[src/rtl/qrv_pkg.sv]
`timescale 1ns/1ps
package qrv_pkg;
   typedef enum logic [1:0] {
      QRV_IDLE  = 2'd0,
      QRV_ON    = 2'd1,
      QRV_BLANK = 2'd2,
      QRV_HUNT  = 2'd3
   } qrv_state_t;
endpackage

[src/rtl/qrv_sync.sv]
`timescale 1ns/1ps
module qrv_sync #(
   parameter int              W       = 1,
   parameter int              STAGES  = 2,
   parameter logic [W-1:0]    RST_VAL = '0
) (
   input  logic         clk,
   input  logic         rst_n,
   input  logic [W-1:0] d,
   output logic [W-1:0] q
);
   generate
      if (STAGES == 1) begin : g_one
         logic [W-1:0] st;
         always_ff @(posedge clk or negedge rst_n) begin
            if (!rst_n) st <= RST_VAL;
            else        st <= d;
         end
         assign q = st;
      end else begin : g_chain
         logic [STAGES-1:0][W-1:0] st;
         always_ff @(posedge clk or negedge rst_n) begin
            if (!rst_n) st <= {STAGES{RST_VAL}};
            else        st <= {st[STAGES-2:0], d};
         end
         assign q = st[STAGES-1];
      end
   endgenerate
endmodule

[src/rtl/qrv_line_qual.sv]
`timescale 1ns/1ps
module qrv_line_qual #(
   parameter int QUAL_CYC = 16
) (
   input  logic clk,
   input  logic rst_n,
   input  logic line_s,
   output logic line_high
);
   localparam int QW = (QUAL_CYC < 2) ? 1 : $clog2(QUAL_CYC + 1);
   localparam logic [QW-1:0] QLIM = QW'(QUAL_CYC - 1);

   logic [QW-1:0] qcnt;

   always_ff @(posedge clk or negedge rst_n) begin
      if (!rst_n) begin
         qcnt      <= '0;
         line_high <= 1'b0;
      end else if (line_s != line_high) begin
         if (qcnt == QLIM) begin
            line_high <= line_s;
            qcnt      <= '0;
         end else begin
            qcnt <= qcnt + 1'b1;
         end
      end else begin
         qcnt <= '0;
      end
   end
endmodule

[src/rtl/qrv_timeout.sv]
`timescale 1ns/1ps
module qrv_timeout #(
   parameter int TIMEOUT_CYC = 8
) (
   input  logic clk,
   input  logic rst_n,
   input  logic en,
   input  logic zcd_s,
   output logic tick
);
   localparam int TW = $clog2(TIMEOUT_CYC);
   localparam logic [TW-1:0] TLIM = TW'(TIMEOUT_CYC - 1);

   logic [TW-1:0] tcnt;

   assign tick = en & ~zcd_s & (tcnt == TLIM);

   always_ff @(posedge clk or negedge rst_n) begin
      if (!rst_n)              tcnt <= '0;
      else if (!en || zcd_s)   tcnt <= '0;
      else if (tcnt == TLIM)   tcnt <= '0;
      else                     tcnt <= tcnt + 1'b1;
   end
endmodule

[src/rtl/qrv_valley_eng.sv]
`timescale 1ns/1ps
module qrv_valley_eng
   import qrv_pkg::*;
#(
   parameter int BLANK_CYC   = 8,
   parameter int TIMEOUT_CYC = 8,
   parameter int LO_VALLEY   = 1,
   parameter int HI_VALLEY   = 2
) (
   input  logic clk,
   input  logic rst_n,
   input  logic zcd_s,
   input  logic line_high,
   input  logic drv_on,
   input  logic hold_off,
   output logic ton_req
);
   localparam int VMAX = (HI_VALLEY > LO_VALLEY) ? HI_VALLEY : LO_VALLEY;
   localparam int VW   = $clog2(VMAX + 1);
   localparam int BW   = (BLANK_CYC < 2) ? 1 : $clog2(BLANK_CYC + 1);
   localparam logic [VW-1:0] V_LO = VW'(LO_VALLEY);
   localparam logic [VW-1:0] V_HI = VW'(HI_VALLEY);

   qrv_state_t    state;
   logic          drv_q, zcd_d;
   logic [VW-1:0] vcnt, target, vnext;
   logic [BW-1:0] bcnt;
   logic          hunting, tick, zfall, vevent, hit, drv_rise, drv_fall;

   assign hunting  = (state == QRV_HUNT);
   assign drv_rise = drv_on & ~drv_q;
   assign drv_fall = ~drv_on & drv_q;
   assign zfall    = zcd_d & ~zcd_s;

   qrv_timeout #(.TIMEOUT_CYC(TIMEOUT_CYC)) u_tmo (
      .clk   (clk),
      .rst_n (rst_n),
      .en    (hunting),
      .zcd_s (zcd_s),
      .tick  (tick)
   );

   assign vevent = hunting & (zfall | tick);
   assign vnext  = (vcnt >= target) ? vcnt : vcnt + 1'b1;
   assign hit    = vevent & (vnext == target);

   always_ff @(posedge clk or negedge rst_n) begin
      if (!rst_n) begin
         state   <= QRV_IDLE;
         drv_q   <= 1'b0;
         zcd_d   <= 1'b1;
         vcnt    <= '0;
         target  <= V_LO;
         bcnt    <= '0;
         ton_req <= 1'b0;
      end else begin
         drv_q   <= drv_on;
         zcd_d   <= zcd_s;
         ton_req <= 1'b0;
         if (drv_rise) begin
            state <= QRV_ON;
            vcnt  <= '0;
         end else begin
            case (state)
               QRV_ON: begin
                  if (drv_fall) begin
                     state  <= QRV_BLANK;
                     bcnt   <= BW'(BLANK_CYC - 1);
                     target <= line_high ? V_HI : V_LO;
                  end
               end
               QRV_BLANK: begin
                  if (bcnt == '0) state <= QRV_HUNT;
                  else            bcnt  <= bcnt - 1'b1;
               end
               QRV_HUNT: begin
                  if (vevent) begin
                     vcnt <= vnext;
                     if (hit && !hold_off) begin
                        ton_req <= 1'b1;
                        state   <= QRV_IDLE;
                     end
                  end
               end
               default: ;
            endcase
         end
      end
   end
endmodule

[src/rtl/qr_valley_seq.sv]
`timescale 1ns/1ps
module qr_valley_seq #(
   parameter int SYNC_STAGES   = 2,
   parameter int BLANK_CYC     = 300,
   parameter int TIMEOUT_CYC   = 650,
   parameter int LINE_QUAL_CYC = 2500000,
   parameter int LO_VALLEY     = 1,
   parameter int HI_VALLEY     = 2
) (
   input  logic clk,
   input  logic rst_n,
   input  logic zcd_cmp,
   input  logic line_cmp,
   input  logic drv_on,
   input  logic hold_off,
   output logic ton_req,
   output logic line_high
);
   generate
      if (SYNC_STAGES < 1) begin : g_bad_sync
         $error("SYNC_STAGES must be at least 1");
      end
      if (BLANK_CYC < 1) begin : g_bad_blank
         $error("BLANK_CYC must be at least 1");
      end
      if (TIMEOUT_CYC < 2) begin : g_bad_tmo
         $error("TIMEOUT_CYC must be at least 2");
      end
      if (LINE_QUAL_CYC < 1) begin : g_bad_qual
         $error("LINE_QUAL_CYC must be at least 1");
      end
      if (LO_VALLEY < 1 || HI_VALLEY < LO_VALLEY) begin : g_bad_valley
         $error("valley numbers must satisfy 1 <= LO_VALLEY <= HI_VALLEY");
      end
   endgenerate

   logic [1:0] sync_q;
   logic       zcd_s, line_s;

   qrv_sync #(.W(2), .STAGES(SYNC_STAGES), .RST_VAL(2'b01)) u_sync (
      .clk   (clk),
      .rst_n (rst_n),
      .d     ({line_cmp, zcd_cmp}),
      .q     (sync_q)
   );
   assign zcd_s  = sync_q[0];
   assign line_s = sync_q[1];

   qrv_line_qual #(.QUAL_CYC(LINE_QUAL_CYC)) u_line (
      .clk       (clk),
      .rst_n     (rst_n),
      .line_s    (line_s),
      .line_high (line_high)
   );

   qrv_valley_eng #(
      .BLANK_CYC   (BLANK_CYC),
      .TIMEOUT_CYC (TIMEOUT_CYC),
      .LO_VALLEY   (LO_VALLEY),
      .HI_VALLEY   (HI_VALLEY)
   ) u_eng (
      .clk       (clk),
      .rst_n     (rst_n),
      .zcd_s     (zcd_s),
      .line_high (line_high),
      .drv_on    (drv_on),
      .hold_off  (hold_off),
      .ton_req   (ton_req)
   );
endmodule

[config.mk]
export PLATFORM = sky130hd
export DESIGN_NAME = qr_valley_seq
export DESIGN_NICKNAME = d
export VERILOG_FILES = /design/src/rtl/qrv_pkg.sv /design/src/rtl/qrv_sync.sv /design/src/rtl/qrv_line_qual.sv /design/src/rtl/qrv_timeout.sv /design/src/rtl/qrv_valley_eng.sv /design/src/rtl/qr_valley_seq.sv
export SDC_FILE = /design/constraint.sdc
export NUM_CORES = 1
export LEC_CHECK = 0
export ABC_AREA = 1
export BUFFER_PORTS_ARGS = -buffer_cell sky130_fd_sc_hd__buf_2
export CORE_ASPECT_RATIO = 0.7
export CORE_MARGIN = 1
export CORE_UTILIZATION = 39
export CTS_CLUSTER_SIZE = 24
export DETAILED_ROUTE_END_ITERATION = 8
export GPL_TIMING_DRIVEN = 0
export PLACE_DENSITY = 0.61
export SKIP_CTS_REPAIR_TIMING = 1
export SYNTH_ARGS = -nofsm -noshare
export SYNTH_HDL_FRONTEND = slang
export SYNTH_HIERARCHICAL = 1
export SYNTH_SLANG_ARGS = --single-unit
[constraint.sdc]
create_clock -name clk -period 5.4 [get_ports clk]
set_input_delay 0.54 -clock clk [delete_from_list [all_inputs] [get_ports clk]]
set_output_delay 0.54 -clock clk [all_outputs]
set_load 0.02 [all_outputs]
==> results.py <==
metrics = {
    "detailed_routing": {
        "post_drt_wl_per_cell_microns": 12.1,
        "wl_met1_microns": 3270,
        "vias_per_cell": 4.83,
        "routed_wl_microns": 6320,
        "routed-wl-met2_microns": 2680,
        "detailroute.wirelength.met3_microns": 344,
        "route.vias.total": 2517,
        "drtAntennaViolNets": 0,
        "first_iter_violations": 146,
        "detail_route.drc_violations": 0,
        "highest_routed_layer": "met4",
        "detail_route.first_pass.iterations": 5,
    },
    "timing": {
        "slew_viol_final": 0,
        "fin_crit_ps": 2360,
        "setup_tns_ps": 0,
        "fmax_ghz": 0.423,
        "timing.hold.ws_ps": 289,
        "relSlewSlack": 0.532,
        "setup_viol_count_final": 0,
        "tightest_slew_ps": 702,
        "finClkSkew_ps": 7.16,
        "hold_violations": 0,
        "rsz0062_at_grt": "no",
        "period_share": 0.438,
    },
    "finish": {
        "share_of_layout_cells_above_drive_strength_1": 0.162,
        "num-nets-final": 438,
        "utilization": 0.449,
        "n_antenna_cell": 0,
        "area_growth_syn_to_layout_pct": 10.5,
    },
    "synth": {
        "syn-cell-area_sq_um": 3230,
        "synth_top_area_frac": 0.396,
        "synth_cells": 405,
        "synthesis.area_per_instance_sq_um": 7.97,
        "synth_edf_count": 0,
        "ys_types": 35,
        "post-synth-top-area-cell": "sky130_fd_sc_hd__dfrtp_1",
        "synth-seq-cells": 55,
        "postSynthNetCount": 424,
        "synth_sequential_area_ratio": 0.428,
        "yosysMostFrequentCell": "sky130_fd_sc_hd__nand2_1",
        "synth-main-ff-cell": "sky130_fd_sc_hd__dfrtp_1",
        "synth.top_cells.by_count": "sky130_fd_sc_hd__nand2_1, sky130_fd_sc_hd__nor2_1, sky130_fd_sc_hd__dfrtp_1",
        "synth_area_leaders": "sky130_fd_sc_hd__dfrtp_1, sky130_fd_sc_hd__nand2_1, sky130_fd_sc_hd__nor2_1, sky130_fd_sc_hd__inv_1, sky130_fd_sc_hd__ha_1",
        "synth-async-reset-ratio": 1.00,
        "yosysWarnings": 6,
    },
    "min_path": {
        "hold_path.class": "input port to asynchronous set/reset pin",
    },
    "floorplanning": {
        "die_w_microns": 111,
        "boundaryPins": 8,
        "start_util": 0.406,
        "area_of_the_placeable_core_sq_um": 7940,
        "die_height_microns": 78.1,
        "placementRows": 27,
        "design.die.area_sq_um": 8650,
    },
    "power_and_ir_drop": {
        "power_per_cell_area_nw_per_um2": 348,
        "vdd_ir_drop_max_uv": 241,
        "p_leak_nw": 1.60,
        "totalPowerFinal_mw": 1.24,
    },
    "setup_path": {
        "crit_arrival_ps": 2550,
        "r2r_cells": 15,
        "critPathMaxFanout": 5,
        "endpoint_kind": "register",
        "most_frequent_cell_on_the_critical_path": "sky130_fd_sc_hd__nand2_1",
        "critPathKind": "register to register",
        "critical-path-slowest-cell": "sky130_fd_sc_hd__dfrtp_1",
        "critPathLaunchType": "register",
        "crit_path_cell_trace": "ha_1 > inv_1 > nor2_1 > inv_1 > nor2_1 > o21bai_1 > nand2_1 > nor2_1 > nand2_1 > nor2_1 > nand2_1 > nand2_2 > nand3_2 > nand2_1 > nand2_1",
        "cp_slowest_stage_delay_ps": 440,
        "worstPathRequired_ps": 5590,
    },
    "global_route": {
        "wire_length_of_the_first_global_routing_pass_microns": 11300,
        "grt_max_degree": 56,
        "globalRouteOverflowTotal": 0,
        "groute.usage.overall": 0.162,
        "grt_antenna_before_repair": 0,
        "via_count_of_the_first_global_routing_pass": 2441,
    },
    "clock_tree": {
        "cts.clk_slew.worst_paths_ps": 70,
        "tritoncts": "yes",
        "ctsLongestPathBuffers": 2,
        "clkSinkCount": 55,
        "cts_buffers": 5,
        "cts_max_level": 2,
        "clkLatencyLatePin_ps": 290,
        "cts_root_buffer": "sky130_fd_sc_hd__clkbuf_16",
    },
    "place": {
        "place_congestion": 0.850,
        "hpwl_microns": 4720,
        "buffer_ports.inserted": 7,
    },
    "flow_run": {
        "drv.max_cap_violation_count": 0,
    },
    "outcome": {
        "run_status": "finished clean",
    },
}
kinds of logic (layout without fill, tap and decap cells):
| group | count (synthesis) | count (layout) | synth area share |
|---|---|---|---|
| and+or+nand+nor | 229 | 229 | 0.340 |
| xor gates and xnor gates | 21 | 21 | 0.0570 |
| AOI/OAI and AO/OA | 26 | 26 | 0.0508 |
| DFF | 55 | 55 | 0.428 |
| adders and majority gates | 13 | 13 | 0.0504 |
| buffers and inverters | 61 | 76 | 0.0741 |
critical path, delay by kind of cell (launching register included):
kind / cells / cell delay (ps)
flip-flops: 1 / 440
buffers and inverters: 2 / 230
AO/OA/AOI/OAI: 1 / 170
adder cells (fa/ha/maj): 1 / 250
AND/OR/NAND/NOR: 11 / 1170
final timing paths:
check / from / end / slack (ps)
worst max-delay path: u_eng/state[1] / u_eng/state[1] / 3040
worst min-delay path: rst_n / u_eng/u_tmo/tcnt[7] / 290
worst max register to register: u_eng/state[1] / u_eng/state[1] / 3040
worst min register to register: u_sync/g_chain.st[1] / u_sync/q[1] / 350
max in group asynchronous: rst_n / u_line/qcnt[16] / 4640
min in group clk: zcd_cmp / u_sync/g_chain.st[0] / 340
per-stage QoR:
stage          cell area, sq um  worst slack (ps)  std cells
2_1_floorplan              3230              3560        405
3_3_place_gp               3390              3120        513
3_5_place_dp               3390              3050        513
4_1_cts                    3560              3040        521
5_1_grt                    3560              2800        521
6_report                   3560              3040        521
sequential cells by signal (all words and copies together), names as in the netlist:
| signal | cells |
|---|---|
| u_line/qcnt | 22 |
| u_eng/u_tmo/tcnt | 10 |
| u_eng/bcnt | 9 |
| u_eng/state | 2 |
| u_eng/target | 2 |
| u_eng/vcnt | 2 |
| u_sync/g_chain.st | 2 |
| u_sync/q | 2 |
| u_eng/drv_q | 1 |
| u_eng/ton_req | 1 |
| u_eng/zcd_d | 1 |
| u_line/line_high | 1 |
cell type report:
class / count / area, sq um
fillers: 746 / 4370
multi-input cells: 289 / 1610
flip-flops and latches: 55 / 1380
inverters: 59 / 224
clock buffers: 6 / 139
well taps: 101 / 126
repair buffers: 7 / 37.5
clock inverters: 2 / 35.0
plain buffers: 2 / 15.0
routing by layer:
metal | GRT usage | up-vias
li1 | - | 1292
met1 | 0.236 | 1176
met2 | 0.244 | 47
met3 | 0.0309 | 2
met4 | 0.0480 | 0
met5 | 0 | -
cell usage in the layout (no fill, tap or decap), types with 5 or more instances in the layout:
cell type	Yosys	routed
sky130_fd_sc_hd__nand2_1	77	77
sky130_fd_sc_hd__nor2_1	72	72
sky130_fd_sc_hd__dfrtp_1	51	51
sky130_fd_sc_hd__inv_1	50	50
sky130_fd_sc_hd__nand3_1	26	26
sky130_fd_sc_hd__nor2_2	13	13
sky130_fd_sc_hd__ha_1	13	13
sky130_fd_sc_hd__xor2_1	11	11
sky130_fd_sc_hd__xnor2_1	10	10
sky130_fd_sc_hd__nand2_2	10	10
sky130_fd_sc_hd__nand4_1	9	9
sky130_fd_sc_hd__inv_2	8	8
sky130_fd_sc_hd__buf_2	0	6
sky130_fd_sc_hd__a21oi_1	6	6
sky130_fd_sc_hd__nor3_1	6	6
sky130_fd_sc_hd__clkbuf_16	0	5
sky130_fd_sc_hd__o21ai_0	5	5
sky130_fd_sc_hd__o21ai_1	5	5
power by group:
part	internal (mW)	switching, mW	total, mW
combinational	0.126	0.235	0.361
clock	0.231	0.148	0.379
sequential	0.461	0.0382	0.500
total	0.819	0.421	1.24
Note: power is estimated with default switching activity, not from simulation.
